## config.mk

```make
export PLATFORM = sky130hd
export DESIGN_NAME = amap_decoder
export DESIGN_NICKNAME = d
export VERILOG_FILES = /design/src/rtl/amap_pkg.sv /design/src/rtl/amap_fold.sv /design/src/rtl/amap_match.sv /design/src/rtl/amap_resolve.sv /design/src/rtl/amap_decoder.sv
export SDC_FILE = /design/constraint.sdc
export NUM_CORES = 1
export LEC_CHECK = 0
export ABC_CLOCK_PERIOD_IN_PS = 3200
export BUFFER_PORTS_ARGS = -buffer_cell sky130_fd_sc_hd__buf_4
export CAP_MARGIN = 0
export CORE_MARGIN = 2
export CORE_UTILIZATION = 47
export CTS_CLUSTER_SIZE = 12
export DETAILED_ROUTE_END_ITERATION = 8
export GPL_TIMING_DRIVEN = 0
export PLACE_DENSITY = 0.83
export SLEW_MARGIN = 10
export SYNTH_ARGS = -nofsm -noshare
export SYNTH_HDL_FRONTEND = slang
export SYNTH_SLANG_ARGS = --single-unit
```

## constraint.sdc

```tcl
create_clock -name clk -period 3.2 [get_ports clk]
set_clock_uncertainty 0.2 [all_clocks]
set_input_delay 0.64 -clock clk [delete_from_list [all_inputs] [get_ports clk]]
set_output_delay 0.64 -clock clk [all_outputs]
set_load 0.02 [all_outputs]
```

## src/rtl/amap_pkg.sv

```systemverilog
package amap_pkg;

    localparam int unsigned ADDR_W     = 32;
    localparam int unsigned FIXED_TGTS = 12;
    localparam int unsigned SLOT_LG    = 12;
    localparam int unsigned WINDOW_LG  = 28;

    typedef enum int unsigned {
        TGT_CODE      = 0,
        TGT_TMR_A     = 1,
        TGT_TMR_B     = 2,
        TGT_TMR_DUAL  = 3,
        TGT_SYSID     = 4,
        TGT_SLOW_TMR  = 5,
        TGT_GUARD_NS  = 6,
        TGT_WDOG_NS   = 7,
        TGT_GUARD_S   = 8,
        TGT_SYSCTRL   = 9,
        TGT_SLOW_WDOG = 10,
        TGT_WDOG_S    = 11
    } fixed_tgt_e;

    typedef struct packed {
        logic [ADDR_W-1:0] base;
        logic [5:0]        size_lg;
    } region_t;

    typedef struct packed {
        logic              in_mirror;
        logic [ADDR_W-1:0] addr;
    } fold_t;

    function automatic region_t region_of(input int unsigned idx,
                                          input int unsigned nbank,
                                          input int unsigned bank_lg);
        region_t r;
        r.size_lg = 6'(SLOT_LG);
        r.base    = '0;
        if (idx < FIXED_TGTS) begin
            case (idx)
                TGT_CODE: begin
                    r.base    = 32'h0000_0000;
                    r.size_lg = 6'(WINDOW_LG);
                end
                TGT_TMR_A:     r.base = 32'h4000_0000;
                TGT_TMR_B:     r.base = 32'h4000_1000;
                TGT_TMR_DUAL:  r.base = 32'h4000_2000;
                TGT_SYSID:     r.base = 32'h4002_0000;
                TGT_SLOW_TMR:  r.base = 32'h4002_F000;
                TGT_GUARD_NS:  r.base = 32'h4008_0000;
                TGT_WDOG_NS:   r.base = 32'h4008_1000;
                TGT_GUARD_S:   r.base = 32'h5008_0000;
                TGT_SYSCTRL:   r.base = 32'h5002_1000;
                TGT_SLOW_WDOG: r.base = 32'h5002_E000;
                default:       r.base = 32'h5008_1000;
            endcase
        end else if (idx < FIXED_TGTS + nbank) begin
            r.base    = 32'h2000_0000 + (32'(idx - FIXED_TGTS) << bank_lg);
            r.size_lg = 6'(bank_lg);
        end else begin
            r.base = 32'h5008_3000 + (32'(idx - FIXED_TGTS - nbank) << SLOT_LG);
        end
        return r;
    endfunction

    function automatic logic region_hit(input logic [ADDR_W-1:0] a,
                                        input region_t r);
        return (a >> r.size_lg) == (r.base >> r.size_lg);
    endfunction

    function automatic logic [ADDR_W-1:0] size_mask(input logic [5:0] lg);
        return (32'h1 << lg) - 32'h1;
    endfunction

    function automatic logic is_mirror_window(input logic [3:0] win);
        return (win == 4'h1) || (win == 4'h3) || (win == 4'h5);
    endfunction

endpackage

```

## src/rtl/amap_fold.sv

```systemverilog
module amap_fold
    import amap_pkg::*;
(
    input  logic [ADDR_W-1:0] addr,
    output fold_t             folded
);
    always_comb begin
        folded.in_mirror = is_mirror_window(addr[31:28]);
        folded.addr      = {addr[31:29], 1'b0, addr[27:0]};
    end
endmodule

```

## src/rtl/amap_match.sv

```systemverilog
module amap_match
    import amap_pkg::*;
#(
    parameter int unsigned NBANK   = 4,
    parameter int unsigned BANK_LG = 15,
    parameter int unsigned NT      = FIXED_TGTS + 2 * NBANK
)(
    input  logic [ADDR_W-1:0] addr,
    output logic [NT-1:0]     hit
);
    for (genvar g = 0; g < NT; g++) begin : g_cmp
        localparam region_t REG = region_of(g, NBANK, BANK_LG);
        assign hit[g] = region_hit(addr, REG);
    end
endmodule

```

## src/rtl/amap_resolve.sv

```systemverilog
module amap_resolve
    import amap_pkg::*;
#(
    parameter int unsigned NBANK   = 4,
    parameter int unsigned BANK_LG = 15,
    parameter int unsigned NT      = FIXED_TGTS + 2 * NBANK
)(
    input  logic [NT-1:0]     raw_hit,
    input  logic [NT-1:0]     fold_hit,
    input  logic [ADDR_W-1:0] raw_addr,
    input  fold_t             folded,
    output logic [NT-1:0]     sel,
    output logic [ADDR_W-1:0] offset,
    output logic              miss
);
    logic              use_raw;
    logic [ADDR_W-1:0] eff_addr;
    logic [ADDR_W-1:0] masked [NT];

    always_comb begin
        use_raw  = |raw_hit;
        eff_addr = use_raw ? raw_addr : folded.addr;
        if (use_raw)
            sel = raw_hit;
        else if (folded.in_mirror)
            sel = fold_hit;
        else
            sel = '0;
        miss = ~|sel;
    end

    for (genvar g = 0; g < NT; g++) begin : g_off
        localparam region_t REG = region_of(g, NBANK, BANK_LG);
        localparam logic [ADDR_W-1:0] MASK = size_mask(REG.size_lg);
        assign masked[g] = sel[g] ? (eff_addr & MASK) : '0;
    end

    always_comb begin
        offset = '0;
        for (int k = 0; k < NT; k++)
            offset = offset | masked[k];
    end
endmodule

```

## src/rtl/amap_decoder.sv

```systemverilog
module amap_decoder
    import amap_pkg::*;
#(
    parameter  int unsigned NBANK   = 4,
    parameter  int unsigned BANK_LG = 15,
    localparam int unsigned NT      = FIXED_TGTS + 2 * NBANK
)(
    input  logic              clk,
    input  logic              rst,
    input  logic              valid,
    input  logic [31:0]       addr,
    output logic [NT-1:0]     sel,
    output logic [31:0]       offset,
    output logic              err
);
    fold_t             folded;
    logic [NT-1:0]     raw_hit;
    logic [NT-1:0]     fold_hit;
    logic [NT-1:0]     sel_d;
    logic [ADDR_W-1:0] off_d;
    logic              miss_d;

    amap_fold u_fold (
        .addr   (addr),
        .folded (folded)
    );

    amap_match #(.NBANK(NBANK), .BANK_LG(BANK_LG), .NT(NT)) u_raw (
        .addr (addr),
        .hit  (raw_hit)
    );

    amap_match #(.NBANK(NBANK), .BANK_LG(BANK_LG), .NT(NT)) u_mirror (
        .addr (folded.addr),
        .hit  (fold_hit)
    );

    amap_resolve #(.NBANK(NBANK), .BANK_LG(BANK_LG), .NT(NT)) u_resolve (
        .raw_hit  (raw_hit),
        .fold_hit (fold_hit),
        .raw_addr (addr),
        .folded   (folded),
        .sel      (sel_d),
        .offset   (off_d),
        .miss     (miss_d)
    );

    always_ff @(posedge clk) begin
        if (rst) begin
            sel    <= '0;
            offset <= '0;
            err    <= 1'b0;
        end else if (valid) begin
            sel    <= sel_d;
            offset <= off_d;
            err    <= miss_d;
        end else begin
            sel    <= '0;
            offset <= '0;
            err    <= 1'b0;
        end
    end
endmodule

```

======== Word-level counts from Yosys, hierarchy flattened ========
Cells that the tools add are included.
storage, ports and cells
  bits in registers ....................... 53
  latch bits .............................. 0
  RAM bits ................................ 0
  bits in read-only memories .............. 0
  input bits .............................. 35
  output and inout port bits .............. 53
  word-level logic and storage cells ...... 86
  memories ................................ 0
cells by class
  add/subtract/negate cells ............... 0
  $mul .................................... 0
  divide/modulo/power cells ............... 0
  order comparisons ....................... 0
  equality and inequality tests ........... 33
  shift operators ......................... 0
  mux-type cells .......................... 22
  bitwise gates (word level) .............. 20
  reduce and logical (&&, ||, !) cells .... 8
operators with widths
  kind                    number
  $or A32 B32 Y32         10
  $eq A20 B19 Y1 const B  15
  $mux W12                15
  $or A32 B12 Y32         5
  $eq A19 B18 Y1 const B  7
  $or A32 B15 Y32         4
  $eq A17 B15 Y1 const B  4
  $eq A16 B14 Y1 const B  4
  $logic_not A32 Y1       2
  $mux W15                4
  $reduce_or A20 Y1       2
  $mux W28                1
  $mux W20                1
  $mux W16                1
  $eq A4 B1 Y1 const B    1
  $eq A4 B2 Y1 const B    1
  $eq A4 B3 Y1 const B    1
  $logic_or A1 B1 Y1      2
  $reduce_or A2 Y1        1
  $logic_not A1 Y1        1
  $not A1 Y1              1

======== Longest topological paths before layout ========
Gate-level depths: netlist of the first run.
  depth after elaboration ................. 25
  mapped depth ............................ 7
  mapped depth without buffers ............ 5

======== Modules after synthesis ========
Synthesis of the first run repeated with hierarchy kept, for this count alone.
second synthesis, totals
  cells, all modules ...................... 337
  area, all modules ....................... 3233.1 µm²
by module, submodules not included
  module        times used  cells each  area each (µm²)  sequential area each (µm²)
  amap_decoder  1           116         1641.6           1061.0
  amap_resolve  1           90          698.2            0.0
  amap_match    2           48          316.6            0.0
  amap_fold     1           35          260.2            0.0

======== Worst setup path after synthesis of the first run ========
No wires, ideal clock.
  path kind ............................... in2reg
  start ................................... input port addr[14]
  end ..................................... register offset[0]
  setup time .............................. 58 ps
  data arrival time ....................... 2097 ps
  data required time ...................... 2942 ps
  slack ................................... 845 ps
  cell stages on the path ................. 7
  buffers on the path ..................... 2
  path through ............................ buf_2 -> or2_2 -> or3_1 -> o221a_4 -> a21oi_4 -> buf_6 -> o21a_1
on the way
  cells in the longest elaborated chain, start to end .. 23
  elaborated cells on any way between the ends .. 64
  classes of those cells .................. eq/ne: 22; mux: 22; bitwise: 19; reduce/logical: 1
RTL lines
  item                                                     RTL line                                RTL
  start, declared                                          amap_decoder.sv:11                      input logic [31:0] addr,
  $eq A20 B19 Y1 / $eq A19 B18 Y1 (equally long branches)  amap_pkg.sv:68                          return (a >> r.size_lg) == (r.base >> r.size_lg);
  $reduce_or A20 Y1 / $mux W16 (equally long branches)     amap_resolve.sv:21, amap_resolve.sv:25
  $mux W20 (*)                                             amap_resolve.sv:23                      if (use_raw)
  $mux W28 / $mux W12 (equally long branches)              amap_resolve.sv:35                      assign masked[g] = sel[g] ? (eff_addr & MASK) : '0;
  $or A32 B32 Y32 (10 in series)                           amap_resolve.sv:41                      offset = offset | masked[k];
  $or A32 B12 Y32                                          amap_resolve.sv:41
  $or A32 B15 Y32 (4 in series)                            amap_resolve.sv:41
  $or A32 B12 Y32 (3 in series)                            amap_resolve.sv:41
  $or A32 B12 Y32 (*)                                      amap_resolve.sv:41
  end signal, assigned                                     amap_decoder.sv:51                      offset <= '0;
  end signal, assigned                                     amap_decoder.sv:55                      offset <= off_d;
  end signal, assigned                                     amap_decoder.sv:59                      offset <= '0;
  end, declared                                            amap_decoder.sv:13                      output logic [31:0] offset,
Mark *: on every way between the ends. The rest lies on a longest branch, timed or not.
A chain may end at the register's enable or synchronous reset.

======== Worst setup path after layout of the first run ========
  start ................................... input port addr[21]
  end ..................................... register offset[4]
on the way
  cells in the longest elaborated chain, start to end .. 23
  elaborated cells on any way between the ends .. 72
  classes of those cells .................. eq/ne: 30; mux: 22; bitwise: 19; reduce/logical: 1
RTL lines
  item                                                  RTL line
  $eq A20 B19 Y1, or another cell as far along          amap_pkg.sv:68
  $reduce_or A20 Y1 / $mux W16 (equally long branches)  amap_resolve.sv:21, amap_resolve.sv:25
  $mux W20 (*)                                          amap_resolve.sv:23
  $mux W28 / $mux W12 (equally long branches)           amap_resolve.sv:35
  $or A32 B32 Y32 (10 in series)                        amap_resolve.sv:41
  $or A32 B12 Y32                                       amap_resolve.sv:41
  $or A32 B15 Y32 (4 in series)                         amap_resolve.sv:41
  $or A32 B12 Y32 (3 in series)                         amap_resolve.sv:41
  $or A32 B12 Y32 (*)                                   amap_resolve.sv:41
Marks and branches as above.

==> flow_metrics.env, run 1 <==
export IMPL_status="finished, final reports clean"
export IMPL_crit_path_max_fanout=10
export IMPL_hold_viol_final=0
export IMPL_route_detailed_drc=0
export IMPL_viasPerCell=4.758
export IMPL_core_area_mm2=0.003390
export IMPL_highest_layer="met4"
export IMPL_wl_met2_um=1956
export IMPL_cts_tree="built"
export IMPL_syn_area_mm2=0.001677
export IMPL_cp_end_kind="register"
export IMPL_wl_met3_um=239
export IMPL_worstSetupPathType="in -> reg"
export IMPL_pin_count=88
export IMPL_die_w_um=63.73
export IMPL_drt_iter0_drc=41
export IMPL_max_slew_worst_pin_slew_ns=0.7158
export IMPL_max_stage_delay_ns=0.43
export IMPL_cts_root_buf="clkbuf_4"
export IMPL_clockBufferDepth=2
export IMPL_htree_levels=2
export IMPL_gr_total_overflow=0
export IMPL_final_area_mm2=0.002442
export IMPL_ant_nets=0
export IMPL_initial_utilization_pct=49.46
export IMPL_synth_edf_count=0
export IMPL_nNetsFinal=286
export IMPL_placed_cell_area_mm2=0.002354
export IMPL_wl_met1_um=1555
export IMPL_area_growth_pct=45.67
export IMPL_maxCapViolCount=0
export IMPL_startpoint="addr[21]"
export IMPL_grt_pass1_vias=1264
export IMPL_wl_um=3787
export IMPL_synth_distinct_cells=36
export IMPL_die_h_um=63.73
export IMPL_yosysTopAreaCell="dfxtp_1"
export IMPL_post_route_period_util_pct=74.88
export IMPL_slew_headroom_pct=51.84
export IMPL_rsz0062_at_grt="no"
export IMPL_grt_start_max_net_pins=16
export IMPL_rows=21
export IMPL_dp_hpwl_um=2975
export IMPL_layout_cells_non_filler=298
export IMPL_power_density_mw_per_mm2=440.1
export IMPL_fmax_mhz=417.3
export IMPL_numCtsBuffers=5
export IMPL_power_total_w=0.001075
export IMPL_avgSynthCellArea_um2=10.48
export IMPL_synthTopCellsByArea="dfxtp_1 59%, and2_1 5.6%, o21a_1 5.4%"
export IMPL_placed_cells=290
export IMPL_drv_slew=0
export IMPL_antenna_found_initial=0
export IMPL_antenna_cells=0
export IMPL_fin_crit_ns=2.396
export IMPL_clock_sink_count=49
export IMPL_cp_endpoint="offset[4]"
export IMPL_die_area_mm2=0.004061
export IMPL_async_reset_ff_share_pct=0
export IMPL_fin_setup_tns_ns=0
export IMPL_critPathLaunchType="input port"
export IMPL_crit_required_ns=3.30
export IMPL_routedWlPerCell_um=12.71
export IMPL_hold_class="in -> reg"
export IMPL_yosys_warnings=0
export IMPL_ctsHoldBuffers=0
export IMPL_clkTransAtPathRegs_ns=0.14
export IMPL_ctsResizeCount=0
export IMPL_dr_total_vias=1418
export IMPL_drive_above_1_share_pct=40.87
export IMPL_yosysSeqAreaShare_pct=58.51
export IMPL_place_port_buffers=81
export IMPL_ir_worst_vdd_uv=393.5
export IMPL_ys_seq_elements=49
export IMPL_ys_flop_type="dfxtp_1"
export IMPL_cts_post_setup_buffers_inserted=0
export IMPL_synthTopCellsByCount="49 x dfxtp_1, 15 x and2_1, 13 x nor2_1"
export IMPL_place_congestion=0.8531
export IMPL_yosysMostFrequentCell="dfxtp_1"
export IMPL_synth_top_area_share_pct=58.51
export IMPL_power_leakage_nw=1.092
export IMPL_synthCells=160
export IMPL_track_usage_pct=19.52
export IMPL_grt_first_pass_wirelength_um=6078
export IMPL_crit_chain="buf_4 > nor4_1 > nand2_1 > or3_1 > nand2b_1 > clkbuf_1 > o21a_1"
export IMPL_firstDrtPassIters=4
export IMPL_finalSetupViolCount=0
export IMPL_slowest_stage="or3_1"
export IMPL_critPathArrivalTime_ns=2.49
==> cells by family after synthesis <==
| logic type | after synthesis | synth area share, % |
|---|---|---|
| AND/OR/NAND/NOR | 75 | 25.97 |
| flip-flops | 49 | 58.51 |
| AO/OA/AOI/OAI | 21 | 10.75 |
| buffers and inverters | 14 | 4.552 |
| other | 1 | 0.2237 |
==> cells in the final DEF, fill, tap and decap left out <==
cell type / netlist / routed
and2_2: 1 / 1
nand2_1: 7 / 7
clkbuf_8: 0 / 1
nor2_1: 13 / 13
buf_6: 1 / 1
nand3_1: 2 / 2
clkbuf_1: 5 / 5
a21oi_1: 1 / 1
a2111oi_0: 1 / 1
nor4_1: 6 / 6
nand4b_1: 1 / 1
buf_4: 4 / 85
a21boi_0: 1 / 1
o221a_4: 1 / 1
clkbuf_4: 0 / 5
conb_1: 1 / 4
or4b_4: 1 / 1
a2111o_1: 1 / 1
and4_1: 1 / 1
buf_2: 1 / 1
o21a_1: 12 / 12
o32ai_1: 1 / 1
or2_2: 3 / 3
or3_1: 6 / 6
nor2b_1: 1 / 1
and3_2: 1 / 1
nor3_1: 7 / 7
nor4b_1: 2 / 2
nor3b_1: 2 / 2
nand2b_1: 4 / 4
a21oi_4: 1 / 1
dfxtp_1: 49 / 49
and2_1: 15 / 15
bufinv_16: 0 / 1
clkinvlp_4: 0 / 1
o21ai_1: 1 / 1
a211oi_1: 1 / 1
inv_1: 3 / 3
or4b_1: 1 / 1
nand3b_1: 1 / 1
==> critical path, delay by kind of cell <==
kind	cells	cell delay (ns)
AOI/OAI and AO/OA	1	0.19
buffers and inverters	2	0.47
and+or+nand+nor	4	1.19
==> area by class of cell <==
class / count / area [um^2]
multi-input cells: 100 / 630.6
clock buffers: 6 / 51.30
repair buffers: 81 / 608.1
clock inverters: 2 / 37.54
fillers: 268 / 947.2
plain buffers: 11 / 65.06
flip-flops and latches: 49 / 980.9
inverters: 3 / 11.26
well taps: 46 / 57.56
==> per-stage QoR <==
step           setup WS [ns]  hold slack [ns]  util [%]
4_1_cts               0.8361           0.2687     72.06
2_1_floorplan         0.8447           0.5161         -
3_3_place_gp          0.5093           0.6417     69.44
6_report              0.8038           0.2780     72.06
5_1_grt               0.6400           0.2588     72.06
3_5_place_dp          0.4621           0.6459     69.44
==> worst min path at each step <==
stage                         from        end  slack [ns]  cells past startpoint
final                     addr[28]     sel[7]        0.28                      2
after CTS                 addr[28]     sel[7]        0.27                      2
after floorplan           addr[16]    sel[13]        0.52                      1
after global placement     addr[9]  offset[9]        0.64                      2
after detailed placement   addr[7]  offset[7]        0.65                      2
after global routing       addr[7]  offset[7]        0.26                      2
==> layer usage <==
layer / vias to the layer above / GRT usage, %
met2: 57 / 33.42
met5: - / 0
met1: 636 / 23.08
met4: 0 / 7.609
li1: 723 / -
met3: 2 / 5.357
==> state kept, by name, indices dropped and copies added, names as in the netlist <==
| register | cells |
|---|---|
| sel | 20 |
| offset | 28 |
| err | 1 |
==> power by group <==
part	total [W]	switching, W	internal, W
Combinational	0.0000875	0.0000425	0.0000450
Sequential	0.000615	0.00000104	0.000614
Clock	0.000372	0.000186	0.000186
Total	0.00107	0.000230	0.000845
Power figures use the tool's default switching activity.
==> inputs of run 2 (changes only) <==
Settings changed: ABC_AREA from default to 1, ABC_CLOCK_PERIOD_IN_PS 3200 to 2500, CORE_UTILIZATION 47 to 48, PLACE_DENSITY 0.83 to 0.79.
Clock period 3.2 ns to 2.5 ns, I/O delays scaled along.
==> run 2 against run 1 <==
Critical endpoint is now offset[8]. Sequential cell count unchanged. Critical path depth increased by 9. Cell count is 40% higher. Setup slack lost 0.41 ns. Sequential power is 28% higher.
==> flow_metrics.env, run 2 <==
export IMPL_worstSetupPathType="in -> reg"
export IMPL_ir_worst_vdd_uv=243.7
export IMPL_hold_viol_final=0
export IMPL_clockBufferDepth=2
export IMPL_grt_first_pass_wirelength_um=8390
export IMPL_pin_count=88
export IMPL_track_usage_pct=20.55
export IMPL_drv_slew=0
export IMPL_yosysMostFrequentCell="dfxtp_1"
export IMPL_clock_sink_count=49
export IMPL_drive_above_1_share_pct=42.31
export IMPL_final_cell_mix="87 x buf_4, 49 x dfxtp_1, 47 x nor2_1"
export IMPL_ys_flop_type="dfxtp_1"
export IMPL_synth_edf_count=0
export IMPL_antenna_found_initial=0
export IMPL_avgSynthCellArea_um2=8.068
export IMPL_power_leakage_nw=1.531
export IMPL_place_congestion=0.9211
export IMPL_synth_top_area_share_pct=45.03
export IMPL_yosys_warnings=0
export IMPL_placed_cell_area_mm2=0.002878
export IMPL_finalSetupViolCount=0
export IMPL_swShare_pct=22.37
export IMPL_drt_iter0_drc=115
export IMPL_critPathArrivalTime_ns=2.11
export IMPL_synth_xor_area_share_pct=0
export IMPL_gr_total_overflow=0
export IMPL_synthCells=270
export IMPL_cts_root_buf="clkbuf_8"
export IMPL_firstDrtPassIters=4
export IMPL_highest_layer="met4"
export IMPL_multi_input_area_um2=994.7
export IMPL_synthTopCellsByArea="dfxtp_1 45%, nor2_1 8.1%, nand2_1 6.4%"
export IMPL_layout_cells_non_filler=416
export IMPL_synth_compound_area_share_pct=8.903
export IMPL_ant_nets=0
export IMPL_p_clk_share_pct=41.3
export IMPL_hold_start="addr[22]"
export IMPL_cp_end_kind="register"
export IMPL_power_switching_w=0.0003631
export IMPL_synth_top_family_by_area="simple AND/OR/NAND/NOR gates"
export IMPL_yosysSeqAreaShare_pct=45.03
export IMPL_hold_class="in -> reg"
export IMPL_critPathLaunchType="input port"
export IMPL_place_port_buffers=83
export IMPL_slew_headroom_pct=56.16
export IMPL_wl_met1_um=2107
export IMPL_seq_power_share_pct=48.6
export IMPL_final_area_mm2=0.003015
export IMPL_die_area_mm2=0.005093
export IMPL_setup_slack_ns=0.3916
export IMPL_status="finished, final reports clean"
export IMPL_syn_area_mm2=0.002178
export IMPL_cts_tree="built"
export IMPL_yosys_area_share_simple_pct=36.07
export IMPL_grt_start_max_net_pins=17
export IMPL_post_route_period_util_pct=84.34
export IMPL_largest_register_ffs=28
export IMPL_maxCapViolCount=0
export IMPL_max_slew_worst_pin_slew_ns=0.6526
export IMPL_largestRegisters="offset x28, sel x20, err x1"
export IMPL_yosysTopAreaCell="dfxtp_1"
export IMPL_wl_met2_um=2355
export IMPL_fin_crit_ns=2.108
export IMPL_dp_slack_ns=0.06975
export IMPL_crit_required_ns=2.50
export IMPL_synth_distinct_cells=32
export IMPL_route_detailed_drc=0
export IMPL_cts_post_setup_buffers_inserted=0
export IMPL_routedWlPerCell_um=11.86
export IMPL_synth_fa_ha_area_share_pct=0
export IMPL_synthTopCellsByCount="49 x dfxtp_1, 47 x nor2_1, 37 x nand2_1"
export IMPL_cp_endpoint="offset[8]"
export IMPL_numCtsBuffers=5
export IMPL_placed_cells=408
export IMPL_power_density_mw_per_mm2=538.3
export IMPL_rows=24
export IMPL_htree_levels=2
export IMPL_final_common_cell="buf_4"
export IMPL_synthMuxAreaShare_pct=0
export IMPL_ctsHoldBuffers=0
export IMPL_die_h_um=71.37
export IMPL_wl_um=4932
export IMPL_die_w_um=71.37
export IMPL_rsz0062_at_grt="no"
export IMPL_initial_utilization_pct=50.03
export IMPL_regArea_um2=980.9
export IMPL_antenna_cells=0
export IMPL_fmax_mhz=474.3
export IMPL_async_reset_ff_share_pct=0
export IMPL_final_core_util_pct=69.25
export IMPL_grt_pass1_vias=1928
export IMPL_regMostFlops="offset"
export IMPL_fill_cells=367
export IMPL_wl_met3_um=371
export IMPL_ys_seq_elements=49
export IMPL_crit_path_max_fanout=10
export IMPL_viasPerCell=4.839
export IMPL_core_area_mm2=0.004354
export IMPL_nNetsFinal=398
export IMPL_dr_total_vias=2013
export IMPL_p_int_w=0.001260
export IMPL_ctsResizeCount=0
export IMPL_startpoint="addr[23]"
export IMPL_dp_hpwl_um=3889
export IMPL_fin_setup_tns_ns=0
export IMPL_clkTransAtPathRegs_ns=0.09
export IMPL_area_growth_pct=38.43
export IMPL_combPwrFrac_pct=10.2
run 2: cell count changes in the layout (fill, tap and decap cells not counted), sizes merged, moves of 12 or more:
cell	previous run	this run
nor2	13	68
nand2	7	46
inv	3	36
and2	16	0
o21a	12	0
a21oi	2	14
nand3	2	18
run 2: cell type report:
class                   count  area share [%]
multi-input cells         179           32.99
flip-flops and latches     49           32.53
repair buffers             83           20.66
inverters                  35           4.440
plain buffers              10           2.656
clock buffers               5           2.282
clock inverters             3           2.282
well taps                  52           2.158
run 2: worst min-delay path by stage:
stage / cells past startpoint / slack, ns / endpoint
detailed placement: 3 / 0.54 / offset[22]
global route: 3 / 0.22 / offset[21]
floorplan: 2 / 0.41 / offset[17]
global placement: 3 / 0.53 / offset[25]
finish: 3 / 0.22 / offset[22]
CTS: 3 / 0.21 / offset[22]
run 2: power groups by stage:
stage / Combinational, W / Sequential [W] / Clock (W)
2_1_floorplan: 0.0000784 / 0.000815 / 0
3_3_place_gp: 0.000162 / 0.000806 / 0
3_5_place_dp: 0.000164 / 0.000807 / 0
4_1_cts: 0.000165 / 0.000788 / 0.000681
5_1_grt: 0.000182 / 0.000789 / 0.000707
6_report: 0.000165 / 0.000788 / 0.000670
run 2: worst max-delay path, stage by stage:
cell	delay [ns]
buf_4	0.12
nor2_2	0.11
nand2_2	0.11
nor2_8	0.20
nand2_4	0.09
inv_4	0.08
nand2_1	0.07
nand2_1	0.08
nor2_2	0.05
nand3_2	0.09
nand2_1	0.07
nand2_2	0.08
nand3_2	0.08
nor2_4	0.16
buf_12	0.16
a21oi_2	0.05
run 2: cells by family (layout without fill, tap and decap cells):
logic type | after synthesis | in the layout
compound gates | 28 | 28
buf+inv | 45 | 136
flops | 49 | 49
other cells | 1 | 4
simple gates | 147 | 147
run 2: routing by layer:
metal,vias to the layer above,GRT usage [%]
li1,1025,-
met1,903,24.65
met2,76,35.39
met3,9,5.485
met4,0,7.338
met5,-,0
run 2: through the flow:
stage                     hold WS [ns]   power, W
final                           0.2235   0.001623
after global routing            0.2196   0.001677
after CTS                       0.2119   0.001635
after detailed placement        0.5386  0.0009711
after global placement          0.5325  0.0009681
after floorplan                 0.4122  0.0008937
==> inputs of run 3 (changes only) <==
Settings changed: ABC_CLOCK_PERIOD_IN_PS 2500 to 2060.
Clock period 2.5 ns to 2.06 ns, I/O delays scaled along.
==> run 3 against run 2 <==
Highest routed layer unchanged. Clock power rose by 21%. Combinational power grew 44%. Sequential share of layout area fell by 3.1 points. The flow now finishes with violations (negative setup slack).
==> flow_metrics.env, run 3 (synthesis results as in run 2) <==
export IMPL_status="finished with violations"
export IMPL_violations="negative setup slack"
export IMPL_finalSetupViolCount=11
export IMPL_cp_end_kind="register"
export IMPL_viasPerCell=5.032
export IMPL_gr_total_overflow=0
export IMPL_final_area_mm2=0.003338
export IMPL_placed_cell_area_mm2=0.002878
export IMPL_initial_utilization_pct=50.03
export IMPL_nNetsFinal=417
export IMPL_critPathLaunchType="input port"
export IMPL_numCtsBuffers=5
export IMPL_firstDrtPassIters=4
export IMPL_power_density_mw_per_mm2=601.4
export IMPL_min_to="offset[22]"
export IMPL_hold_viol_final=0
export IMPL_htree_levels=2
export IMPL_wl_met3_um=418
export IMPL_max_slew_worst_pin_slew_ns=0.6752
export IMPL_slew_headroom_pct=54.64
export IMPL_track_usage_pct=20.55
export IMPL_grt_first_pass_wirelength_um=8390
export IMPL_antenna_found_initial=0
export IMPL_final_common_cell="buf_4"
export IMPL_ctsHoldBuffers=0
export IMPL_grt_start_max_net_pins=17
export IMPL_die_w_um=71.37
export IMPL_dr_total_vias=2189
export IMPL_antenna_cells=0
export IMPL_power_total_w=0.002008
export IMPL_grt_pass1_vias=1928
export IMPL_rsz0062_at_grt="yes"
export IMPL_fin_setup_tns_ns=-0.5205
export IMPL_place_port_buffers=83
export IMPL_routedWlPerCell_um=13.37
export IMPL_fin_crit_ns=2.133
export IMPL_setup_slack_ns=-0.07319
export IMPL_wl_um=5818
export IMPL_hold_start="addr[22]"
export IMPL_critPathArrivalTime_ns=2.14
export IMPL_drv_slew=0
export IMPL_worstSetupPathType="in -> reg"
export IMPL_whs_path_depth=3
export IMPL_final_core_util_pct=76.67
export IMPL_wl_met1_um=2365
export IMPL_largestRegisters="offset x28, sel x20, err x1"
export IMPL_drive_above_1_share_pct=50.13
export IMPL_hold_class="in -> reg"
export IMPL_cts_root_buf="clkbuf_8"
export IMPL_largest_register_ffs=28
export IMPL_regMostFlops="offset"
export IMPL_pin_count=88
export IMPL_route_detailed_drc=0
export IMPL_clockBufferDepth=2
export IMPL_dp_slack_ns=-0.2822
export IMPL_area_growth_pct=53.25
export IMPL_cts_tree="built"
export IMPL_clock_sink_count=49
export IMPL_ant_nets=0
export IMPL_ir_worst_vdd_uv=300.3
export IMPL_place_congestion=0.9211
export IMPL_crit_required_ns=2.07
export IMPL_wl_met2_um=2858
export IMPL_crit_path_max_fanout=5
export IMPL_maxCapViolCount=0
export IMPL_die_area_mm2=0.005093
export IMPL_power_leakage_nw=1.678
export IMPL_post_route_period_util_pct=103.6
export IMPL_drt_iter0_drc=173
export IMPL_rows=24
export IMPL_dp_hpwl_um=3889
export IMPL_highest_layer="met4"
export IMPL_fmax_mhz=468.8
export IMPL_die_h_um=71.37
export IMPL_clkTransAtPathRegs_ns=0.09
export IMPL_final_cell_mix="99 x buf_4, 49 x dfxtp_1, 42 x nor2_1"
export IMPL_core_area_mm2=0.004354
run 3: changes by cell type in the layout (fill, tap and decap cells not counted), sizes merged:
cell / previous run / this run
buf: 89 / 106
clkbuf: 9 / 11
run 3: worst max-delay path by stage:
stage | from | end | slack (ns) | cells past startpoint
finish | addr[19] | offset[4] | -0.07 | 11
floorplan | addr[23] | offset[0] | 0.04 | 15
global placement | addr[21] | offset[4] | -0.25 | 16
global route | addr[19] | offset[7] | -0.15 | 11
CTS | addr[21] | offset[8] | 0.04 | 16
detailed placement | addr[21] | offset[8] | -0.28 | 16
run 3: stage by stage:
step	hold slack, ns	instances
after global placement	0.4445	408
final	0.1194	435
after CTS	0.1239	416
after floorplan	0.3242	273
after global routing	0.1114	435
after detailed placement	0.4506	408
run 3: metal layers:
metal  track usage [%]  up-vias
li1                  -     1069
met1             24.65      999
met2             35.39      103
met3             5.485       18
met4             7.338        0
met5                 0        -
run 3: where the power goes:
| part | internal [W] | total [W] | switching, W | leakage (nW) |
|---|---|---|---|---|
| clock network | 0.000489 | 0.000814 | 0.000325 | 0.0687 |
| registers | 0.000954 | 0.000957 | 0.00000218 | 0.395 |
| logic | 0.000105 | 0.000237 | 0.000132 | 1.21 |
| total | 0.00155 | 0.00201 | 0.000460 | 1.68 |
run 3: repair_timing:
action,4_1_cts,5_1_grt
buffers inserted,0,17
gates resized for setup,0,41
endpoints found under the setup margin,0,11
run 3: critical path, cell delays in order:
cell and delay [ns]:
buf_4 0.13, inv_4 0.07, nor2_2 0.05, nand2_4 0.13, nor2_4 0.07, buf_4 0.14, o41ai_1 0.46, nand3_1 0.21
nor2_4 0.23, clkbuf_16 0.19, a21oi_2 0.05
run 3: cell type report:
type	count	area, um^2
timing repair buffer	102	819.5
multi-input combinational	179	1114
sequential	49	980.9
fill	299	1016
clock inverter	3	68.82
clock buffer	5	68.82
inverter	35	141.4
tap	52	65.06
buffer	10	80.08
